File: config.mk
export PLATFORM = sky130hd
export DESIGN_NAME = dmac_channel
export DESIGN_NICKNAME = d
export VERILOG_FILES = /design/src/rtl/dmac_pkg.sv /design/src/rtl/dmac_regs.sv /design/src/rtl/dmac_arb.sv /design/src/rtl/dmac_xfer.sv /design/src/rtl/dmac_channel.sv
export SDC_FILE = /design/constraint.sdc
export NUM_CORES = 1
export LEC_CHECK = 0
export BUFFER_PORTS_ARGS = -buffer_cell sky130_fd_sc_hd__buf_2
export CORE_MARGIN = 3
export CORE_UTILIZATION = 49
export CTS_BUF_LIST = sky130_fd_sc_hd__clkbuf_8
export DETAILED_ROUTE_END_ITERATION = 10
export PLACE_DENSITY = 0.78
export SYNTH_ARGS = -nofsm -noshare
export SYNTH_HDL_FRONTEND = slang
export SYNTH_SLANG_ARGS = --single-unit
File: constraint.sdc
create_clock -name clk -period 1.75 [get_ports clk]
set_input_delay 0.2625 -clock clk [delete_from_list [all_inputs] [get_ports clk]]
set_output_delay 0.2625 -clock clk [all_outputs]
set_load 0.005 [all_outputs]
File: src/rtl/dmac_pkg.sv
package dmac_pkg;
  localparam int DW        = 8;
  localparam int PW        = 3;
  localparam int EW        = 2 * DW;
  localparam logic [DW-1:0] SLOT_LAST = 8'hDF;

  typedef enum logic [2:0] {
    SEL_CTRL  = 3'd0,
    SEL_COUNT = 3'd1,
    SEL_ADDR  = 3'd2,
    SEL_PAGE0 = 3'd3,
    SEL_PAGE1 = 3'd4,
    SEL_SLOT  = 3'd5
  } cfg_sel_e;

  typedef struct packed {
    logic          pend;
    logic          mask;
    logic          eob_en;
    logic [PW-1:0] prio;
    logic          page_sel;
    logic          reg_space;
  } ctrl_t;

  function automatic logic prio_ok(input logic [PW-1:0] chan, input logic [PW-1:0] cpu);
    return chan >= cpu;
  endfunction

  function automatic logic [DW-1:0] ptr_next(input logic [DW-1:0] p);
    return p + DW'(1);
  endfunction

  function automatic logic [DW-1:0] cnt_next(input logic [DW-1:0] c);
    return c - DW'(1);
  endfunction

  function automatic logic slot_ok(input logic [DW-1:0] s);
    return s <= SLOT_LAST;
  endfunction

  function automatic logic [EW-1:0] eff_addr(input logic reg_space, input logic sel,
                                             input logic [DW-1:0] p0, input logic [DW-1:0] p1,
                                             input logic [DW-1:0] ptr);
    logic [DW-1:0] hi;
    hi = reg_space ? '0 : (sel ? p1 : p0);
    return {hi, ptr};
  endfunction
endpackage

File: src/rtl/dmac_regs.sv
module dmac_regs
  import dmac_pkg::*;
(
  input  logic          clk,
  input  logic          rst_n,
  input  logic          cfg_we,
  input  logic [2:0]    cfg_sel,
  input  logic [DW-1:0] cfg_wdata,
  input  logic          hw_event,
  input  logic          grant,
  input  logic          zero_start,
  input  logic          step,
  input  logic          eob_ack,
  output ctrl_t         ctrl,
  output logic [DW-1:0] count,
  output logic [DW-1:0] addr,
  output logic [DW-1:0] page0,
  output logic [DW-1:0] page1,
  output logic [DW-1:0] slot,
  output logic          eob_flag,
  output logic          term_event
);
  logic ctrl_wr;
  assign ctrl_wr    = cfg_we && (cfg_sel_e'(cfg_sel) == SEL_CTRL);
  assign term_event = (step && (count == DW'(1))) || zero_start;

  always_ff @(posedge clk or negedge rst_n) begin
    if (!rst_n) begin
      ctrl     <= '0;
      count    <= '0;
      addr     <= '0;
      page0    <= '0;
      page1    <= '0;
      slot     <= '0;
      eob_flag <= 1'b0;
    end else begin
      if (cfg_we) begin
        case (cfg_sel_e'(cfg_sel))
          SEL_CTRL: begin
            ctrl.eob_en    <= cfg_wdata[5];
            ctrl.prio      <= cfg_wdata[4:2];
            ctrl.page_sel  <= cfg_wdata[1];
            ctrl.reg_space <= cfg_wdata[0];
          end
          SEL_COUNT: count <= cfg_wdata;
          SEL_ADDR:  addr  <= cfg_wdata;
          SEL_PAGE0: page0 <= cfg_wdata;
          SEL_PAGE1: page1 <= cfg_wdata;
          SEL_SLOT:  if (slot_ok(cfg_wdata)) slot <= cfg_wdata;
          default: ;
        endcase
      end
      if (step) begin
        addr  <= ptr_next(addr);
        count <= cnt_next(count);
      end
      if (hw_event)                 ctrl.pend <= 1'b1;
      else if (ctrl_wr)             ctrl.pend <= cfg_wdata[7];
      else if (grant || zero_start) ctrl.pend <= 1'b0;
      if (term_event)   ctrl.mask <= 1'b0;
      else if (ctrl_wr) ctrl.mask <= cfg_wdata[6];
      if (term_event && ctrl.eob_en) eob_flag <= 1'b1;
      else if (eob_ack)              eob_flag <= 1'b0;
    end
  end

  a_r5_step_moves: assert property (@(posedge clk) disable iff (!rst_n)
    step |=> (addr == $past(addr) + DW'(1)) && (count == $past(count) - DW'(1)));
  a_r6_term_clears_mask: assert property (@(posedge clk) disable iff (!rst_n)
    term_event |=> !ctrl.mask);
  a_r10_event_wins: assert property (@(posedge clk) disable iff (!rst_n)
    hw_event |=> ctrl.pend);
  a_r11_slot_range: assert property (@(posedge clk) disable iff (!rst_n)
    slot <= SLOT_LAST);
endmodule

File: src/rtl/dmac_arb.sv
module dmac_arb
  import dmac_pkg::*;
(
  input  logic          pend,
  input  logic          mask,
  input  logic [PW-1:0] chan_prio,
  input  logic [PW-1:0] cpu_prio,
  input  logic          instr_end,
  input  logic          top_irq,
  input  logic          busy,
  input  logic          count_zero,
  output logic          req,
  output logic          grant,
  output logic          zero_start
);
  assign req        = pend && mask;
  assign grant      = req && !busy && !count_zero && instr_end && !top_irq
                      && prio_ok(chan_prio, cpu_prio);
  assign zero_start = req && !busy && count_zero;
endmodule

File: src/rtl/dmac_xfer.sv
module dmac_xfer
  import dmac_pkg::*;
(
  input  logic          clk,
  input  logic          rst_n,
  input  logic          grant,
  input  logic          reg_space,
  input  logic          page_sel,
  input  logic [DW-1:0] page0,
  input  logic [DW-1:0] page1,
  input  logic [DW-1:0] ptr,
  input  logic          dir,
  input  logic [DW-1:0] per_wdata,
  input  logic          mem_ready,
  input  logic [DW-1:0] mem_rdata,
  output logic          busy,
  output logic          mem_req,
  output logic          mem_we,
  output logic          mem_space,
  output logic [EW-1:0] mem_addr,
  output logic [DW-1:0] mem_wdata,
  output logic [DW-1:0] per_rdata,
  output logic          step
);
  typedef enum logic {XS_IDLE, XS_BUSY} xs_e;
  xs_e state;

  assign busy    = (state == XS_BUSY);
  assign mem_req = busy;
  assign step    = busy && mem_ready;

  always_ff @(posedge clk or negedge rst_n) begin
    if (!rst_n) begin
      state     <= XS_IDLE;
      mem_we    <= 1'b0;
      mem_space <= 1'b0;
      mem_addr  <= '0;
      mem_wdata <= '0;
      per_rdata <= '0;
    end else begin
      case (state)
        XS_IDLE: if (grant) begin
          state     <= XS_BUSY;
          mem_we    <= dir;
          mem_space <= reg_space;
          mem_addr  <= eff_addr(reg_space, page_sel, page0, page1, ptr);
          mem_wdata <= per_wdata;
        end
        XS_BUSY: if (mem_ready) begin
          state <= XS_IDLE;
          if (!mem_we) per_rdata <= mem_rdata;
        end
        default: state <= XS_IDLE;
      endcase
    end
  end

  a_r9_hold_until_ready: assert property (@(posedge clk) disable iff (!rst_n)
    (mem_req && !mem_ready) |=> mem_req && $stable(mem_addr) && $stable(mem_we));
  a_r9_single_item: assert property (@(posedge clk) disable iff (!rst_n)
    step |=> !mem_req);
  a_r2_no_grant_busy: assert property (@(posedge clk) disable iff (!rst_n)
    grant |-> !busy);
endmodule

File: src/rtl/dmac_channel.sv
module dmac_channel
  import dmac_pkg::*;
(
  input  logic          clk,
  input  logic          rst_n,
  input  logic          cfg_we,
  input  logic [2:0]    cfg_sel,
  input  logic [7:0]    cfg_wdata,
  input  logic          hw_event,
  input  logic [2:0]    cpu_prio,
  input  logic          instr_end,
  input  logic          top_irq_active,
  input  logic          eob_ack,
  input  logic          per_dir,
  input  logic [7:0]    per_wdata,
  output logic [7:0]    per_rdata,
  output logic          mem_req,
  output logic          mem_we,
  output logic          mem_space,
  output logic [15:0]   mem_addr,
  output logic [7:0]    mem_wdata,
  input  logic [7:0]    mem_rdata,
  input  logic          mem_ready,
  output logic          dma_req,
  output logic          dma_grant,
  output logic          eob_irq,
  output logic [7:0]    chan_count,
  output logic [7:0]    chan_addr,
  output logic          chan_mask,
  output logic          chan_pend,
  output logic [7:0]    chan_slot
);
  ctrl_t         ctrl;
  logic [DW-1:0] page0, page1;
  logic          eob_flag, term_event, busy, step, zero_start;

  dmac_regs u_regs (
    .clk, .rst_n, .cfg_we, .cfg_sel, .cfg_wdata, .hw_event,
    .grant(dma_grant), .zero_start, .step, .eob_ack,
    .ctrl, .count(chan_count), .addr(chan_addr), .page0, .page1,
    .slot(chan_slot), .eob_flag, .term_event
  );

  dmac_arb u_arb (
    .pend(ctrl.pend), .mask(ctrl.mask), .chan_prio(ctrl.prio), .cpu_prio,
    .instr_end, .top_irq(top_irq_active), .busy,
    .count_zero(chan_count == '0), .req(dma_req), .grant(dma_grant), .zero_start
  );

  dmac_xfer u_xfer (
    .clk, .rst_n, .grant(dma_grant), .reg_space(ctrl.reg_space), .page_sel(ctrl.page_sel),
    .page0, .page1, .ptr(chan_addr), .dir(per_dir), .per_wdata, .mem_ready, .mem_rdata,
    .busy, .mem_req, .mem_we, .mem_space, .mem_addr, .mem_wdata, .per_rdata, .step
  );

  assign chan_mask = ctrl.mask;
  assign chan_pend = ctrl.pend;
  assign eob_irq   = eob_flag && prio_ok(ctrl.prio, cpu_prio);

  a_r2_grant_cond: assert property (@(posedge clk) disable iff (!rst_n)
    dma_grant |-> instr_end && (cpu_prio <= ctrl.prio));
  a_r3_top_blocks: assert property (@(posedge clk) disable iff (!rst_n)
    top_irq_active |-> !dma_grant);
  a_r4_grant_launch: assert property (@(posedge clk) disable iff (!rst_n)
    dma_grant |=> mem_req);
  a_r8_zero_quiet: assert property (@(posedge clk) disable iff (!rst_n)
    zero_start |=> !mem_req && !chan_mask);
endmodule

* Word-level counts from Yosys, hierarchy flattened
Index checks and enable logic that the tools add are counted.
** Cells by class
- $add $sub $neg :: 2
- Equality and inequality tests :: 6
- Div/mod/pow operators :: 0
- Magnitude comparators :: 2
- Muxes and demuxes :: 18
- Shift operators :: 0
- Reductions and logical operators :: 33
- Bitwise operators :: 2
- Multiply operators :: 0
** Operator list (count)
- 2-to-1 mux 8 bit :: 8
- logical AND 1 bit :: 12
- AND reduction 2 bit :: 6
- nonzero test 2 bit :: 5
- 2-to-1 mux 1 bit :: 9
- adder 8 x 1 -> 8 bit (second input constant) :: 1
- == test 8 x 1 -> 1 bit (second input constant) :: 1
- less-or-equal comparator 8 bit (second input constant) :: 1
- logical NOT 8 bit :: 1
- subtractor 8 x 1 -> 8 bit (second input constant) :: 1
- == test 3 x 2 -> 1 bit (second input constant) :: 2
- == test 3 bit (second input constant) :: 2
- AND reduction 3 bit :: 2
- == test 3 x 1 -> 1 bit (second input constant) :: 1
- greater-or-equal comparator 3 bit :: 1
- logical NOT 1 bit :: 3
- logical NOT 3 bit :: 1
- nonzero test 3 bit :: 1
- logical OR 1 bit :: 2
- NOT 1 bit :: 2
- one-hot mux 1 bit (2 select lines) :: 1
** Word-level totals
- Memory bits (read-only) :: 0
- Bits in latches :: 0
- Flip-flop bits (word level) :: 84
- Memories kept :: 0
- RAM bits :: 0

* Logic depth before layout (Yosys ltp)
- Word-level depth :: 10
- Gate-level depth with buffers :: 8
- Mapped depth without buffers :: 7

* Cells and area by module
Synthesis repeated with hierarchy kept, for this count alone.
** Second synthesis, totals
- Cells, all modules :: 301
- Area, all modules :: 3985.1 um^2
** Modules (own cells, without submodules)
- dmac_regs :: times used 1, area each 2333.5 um^2, cells an instance 183
- dmac_xfer :: times used 1, area each 1460.2 um^2, cells an instance 90
- dmac_arb :: times used 1, area each 101.3 um^2, cells an instance 14
- dmac_channel :: times used 1, area each 90.1 um^2, cells an instance 14

* Worst setup path before layout
Ideal clock, no wire load.
- Kind :: flip-flop to flip-flop
- From :: reg u_regs.count[0]
- To :: reg u_regs.count[6]
- Cell stages (with the launch flop) :: 7
- Arrival time :: 1.636 ns
- Data required time :: 1.651 ns
- Path slack :: 0.014 ns
- Period minus slack after synthesis :: 1.736 ns
- Path buffers :: 0
- Path through :: dfrtp_1 -> inv_1 -> ha_1 -> or3b_2 -> o31ai_1 -> a21oi_1 -> a311oi_1
** Between the ends
- Longest elaborated chain between the ends :: 2
** RTL lines
- start: declaration :: RTL line dmac_regs.sv:15 : output logic [DW-1:0] count,
- start signal: assignment :: RTL line dmac_regs.sv:45 : SEL_COUNT: count <= cfg_wdata;
- start signal: assignment :: RTL line dmac_regs.sv:55 : count <= cnt_next(count);
- subtractor 8 x 1 -> 8 bit :: RTL line dmac_pkg.sv:34 : return c - DW'(1);
- 2-to-1 mux 8 bit :: RTL line dmac_regs.sv:53 : if (step) begin
No other way between the ends.
A chain may end at the register's enable or synchronous reset.

* Final worst setup path
- From :: reg u_regs.ctrl[4] (netlist name)
- To :: out dma_grant
** Between the ends
- Longest elaborated chain between the ends :: 2
** RTL lines
- greater-or-equal comparator 3 bit :: RTL line dmac_pkg.sv:26 : return chan >= cpu;
- logical AND 1 bit :: RTL line dmac_arb.sv:18 : && prio_ok(chan_prio, cpu_prio);
- end: declaration :: RTL line dmac_channel.sv:25 : output logic dma_grant,
No other way between the ends.

==> out/summary.txt <==
Syn Nets = 354
total of fill cells in the finished design = 561
Worst Path Arrival = 1.55 ns
Tcrit/Tclk final = 103%
Netlist cell types = 50
die width = 94.4 um
# IOs = 103
Rel. slew slack = 67.6%
setup ws final = -0.0597 ns
Synth area leaders = dfrtp_1, mux2_2, mux2_4, nor2_1, mux2i_1
root buf cell = clkbuf_8
worst path bufs/invs = 2
main flop type after synthesis = dfrtp_1
final setup fails = 3
share of post-route cells with drive strength above 1 = 50.3%
port bufs = 102
area grow syn2layout = 28.8%
pre-CTS setup slack = -0.165 ns
f_max = 553 MHz
clock skew = 0.00532 ns
slowest stage delay, CP = 0.41 ns
Lkg Pwr = 2.33 nW
Synth Instances = 308
Chip Height = 94.4 um
WS Path Type = register to output pin
status = finished with violations
HPWL after DPL = 6450 um
post-layout util = 66.6%
diode count = 0
largest delay contributor family on the critical path = flip-flops
CTS tree = yes
YS warnings = 0
Layout Nets = 481
Syn Std Cell Area = 3830 um2
DRC errors left = 0
most frequent cells in the layout = buf_2, dfrtp_1, mux2_2
unrepaired setup endpoints after global routing = yes
1st-pass router iterations = 4
Clock power frac = 21.8%
Switching Fraction = 31.1%
share of the synthesized area in the top cell type = 54.8%
Gate power share = 32.7%
DR vias = 2920
critical path fanouts, max = 3
Slowest cell on crit path = dfrtp_1
Critical Path, Cell by Cell = ha_4, nand2_4, o21ai_4, nand3_4, inv_8, buf_6
Switch Pwr = 0.00210 W
worst vdd ir = 904 uV
H-tree levels = 3
Hold Crit Class = primary input to register
FF+latch count, synth = 84
first-pass GRT wire length = 14400 um
max-slew violations = 0
failing checks = setup timing
Syn Area/Cell = 12.4 um2
Sequential Power Share = 45.5%
maxcap violations = 0
DRT iter0 DRCs = 149
total power draw = 0.00675 W
Post-synth ARST share = 100%
Worst-Margin Slew = 0.485 ns
EDFF count, synth = 0
Tot GR Track Use = 21.0%
total gr overflow = 0
final std cells w/o fill = 538
initial core utilization = 51.7%
pwr/cell area = 1370 nW/um2
clk_lat worst skew = 0.35 ns
largest net degree at the start of global routing = 35
DR WL/cell = 16.7 um
Clock Path Buffers = 2
CTS Buf Count = 9
initial antenna violation count = 0
WL final = 9010 um
CORE AREA = 7410 um2
Sink Count = 84
Vias/cell = 5.43
critical path data required time = 1.49 ns
Final min period = 1.81 ns
row cnt = 31
post-route ant nets = 0
die outline area = 8920 um2
crit end category = output pin
CTS clock-pin slew for the worst setup and hold paths = 0.08 ns
number of global-route vias before repair = 2921
routability cong. = 0.839
sequential area share after synthesis = 54.8%
placed cell count = 518
final hold viol count = 0
Cell Int Power = 0.00465 W
most common cell after layout, fill and taps aside = buf_2
crit start category = register
area leader, netlist = dfrtp_1
## layout make-up
| class | instances | area [um2] | share of cell area [%] |
|---|---|---|---|
| flip-flops and latches | 84 | 2100 | 42.6 |
| multi-input cells | 203 | 1720 | 34.9 |
| repair buffers | 128 | 737 | 14.9 |
| clock buffers | 9 | 124 | 2.51 |
| well taps | 99 | 124 | 2.51 |
| clock inverters | 6 | 81.3 | 1.65 |
| inverters | 9 | 41.3 | 0.837 |
## state kept, by name, indices dropped and copies added, names as in the netlist
register	flops
u_xfer.mem_we	1
u_xfer.mem_space	1
u_xfer.per_rdata	8
u_regs.count	8
u_regs.eob_flag	1
u_regs.page0	8
u_regs.ctrl	8
u_xfer.mem_addr	16
u_regs.slot	8
u_regs.addr	8
u_regs.page1	8
u_xfer.busy	1
u_xfer.mem_wdata	8
## tightest hold or removal path, delay by kind of cell
family                 cells  cell delay (ns)
AO/OA/AOI/OAI              2             0.08
buffers and inverters      1             0.08
## per-stage QoR
| stage | hold WS, ns | cell area [um2] | TNS, ns |
|---|---|---|---|
| final | 0.107 | 4930 | -0.101 |
| after global routing | 0.127 | 4930 | -1.38 |
| after CTS | 0.0973 | 4860 | -1.17 |
| after detailed placement | 0.246 | 4580 | -3.19 |
| after global placement | 0.236 | 4580 | -0.776 |
| after floorplan | -0.0331 | 3830 | 0 |
## routing by layer
layer,track usage (%),routed length (um),vias up
li1,-,-,1369
met1,28.0,3840,1460
met2,34.6,4530,79
met3,3.43,515,12
met4,7.70,114,0
met5,0,0,-
## cell families (layout without fill, tap and decap cells)
group | Yosys count | in the layout | synth area share (%)
simple gates | 80 | 80 | 10.9
mux | 69 | 69 | 20.8
buf+inv | 21 | 152 | 2.74
fa+ha+maj | 7 | 7 | 2.29
flops | 84 | 84 | 54.8
compound gates | 47 | 47 | 8.42
## worst paths after layout
kind / startpoint / to / slack (ns) / cells past startpoint
setup / recovery: u_regs.ctrl[4]$_DFFE_PN0P_ / dma_grant / -0.06 / 6
max in group asynchronous: rst_n / u_regs.count[2]$_DFFE_PN0P_ / 0.67 / 3
hold reg to reg: u_regs.slot[6]$_DFFE_PN0P_ / u_regs.slot[6]$_DFFE_PN0P_ / 0.49 / 1
min in group asynchronous: rst_n / u_regs.slot[3]$_DFFE_PN0P_ / 0.40 / 2
hold / removal: hw_event / u_regs.ctrl[7]$_DFFE_PN0P_ / 0.11 / 3
setup reg to reg: u_regs.ctrl[4]$_DFFE_PN0P_ / u_xfer.mem_wdata[0]$_DFFE_PN0P_ / 0 / 7
## cells in the mapped netlist, types with 2 or more instances
library cell   n
a311oi_1       3
nand4b_1       2
mux2_1         2
and4bb_2       2
o31ai_1        3
o22a_1         3
inv_1          8
a21oi_1       14
nor3_1         5
clkbuf_2       2
o22ai_1        2
o21ai_0        8
nand3_1        8
a211oi_1       5
buf_2          2
dfrtp_1       84
and2_1         3
nor2_1        29
nand2_1       17
mux2_2        50
buf_6          2
mux2i_1        9
ha_1           7
clkbuf_1       4
mux2_4         8
nand2b_1       2
## power by group through the flow
stage	clock network (W)	logic [W]	registers, W
global placement	0	0.00204	0.00305
floorplan	0	0.00106	0.00307
detailed placement	0	0.00211	0.00309
CTS	0.00150	0.00216	0.00306
finish	0.00147	0.00221	0.00307
global route	0.00157	0.00245	0.00317
## what timing repair did
action / in CTS / in global routing
buffers inserted: 3 / 1
pin swaps: 7 / 8
endpoints found under the setup margin: 29 / 31
endpoints found under the hold margin: 32 / 0
hold buffers: 1 / 0
resized for setup: 9 / 14
(Power assumes the default switching activity.)
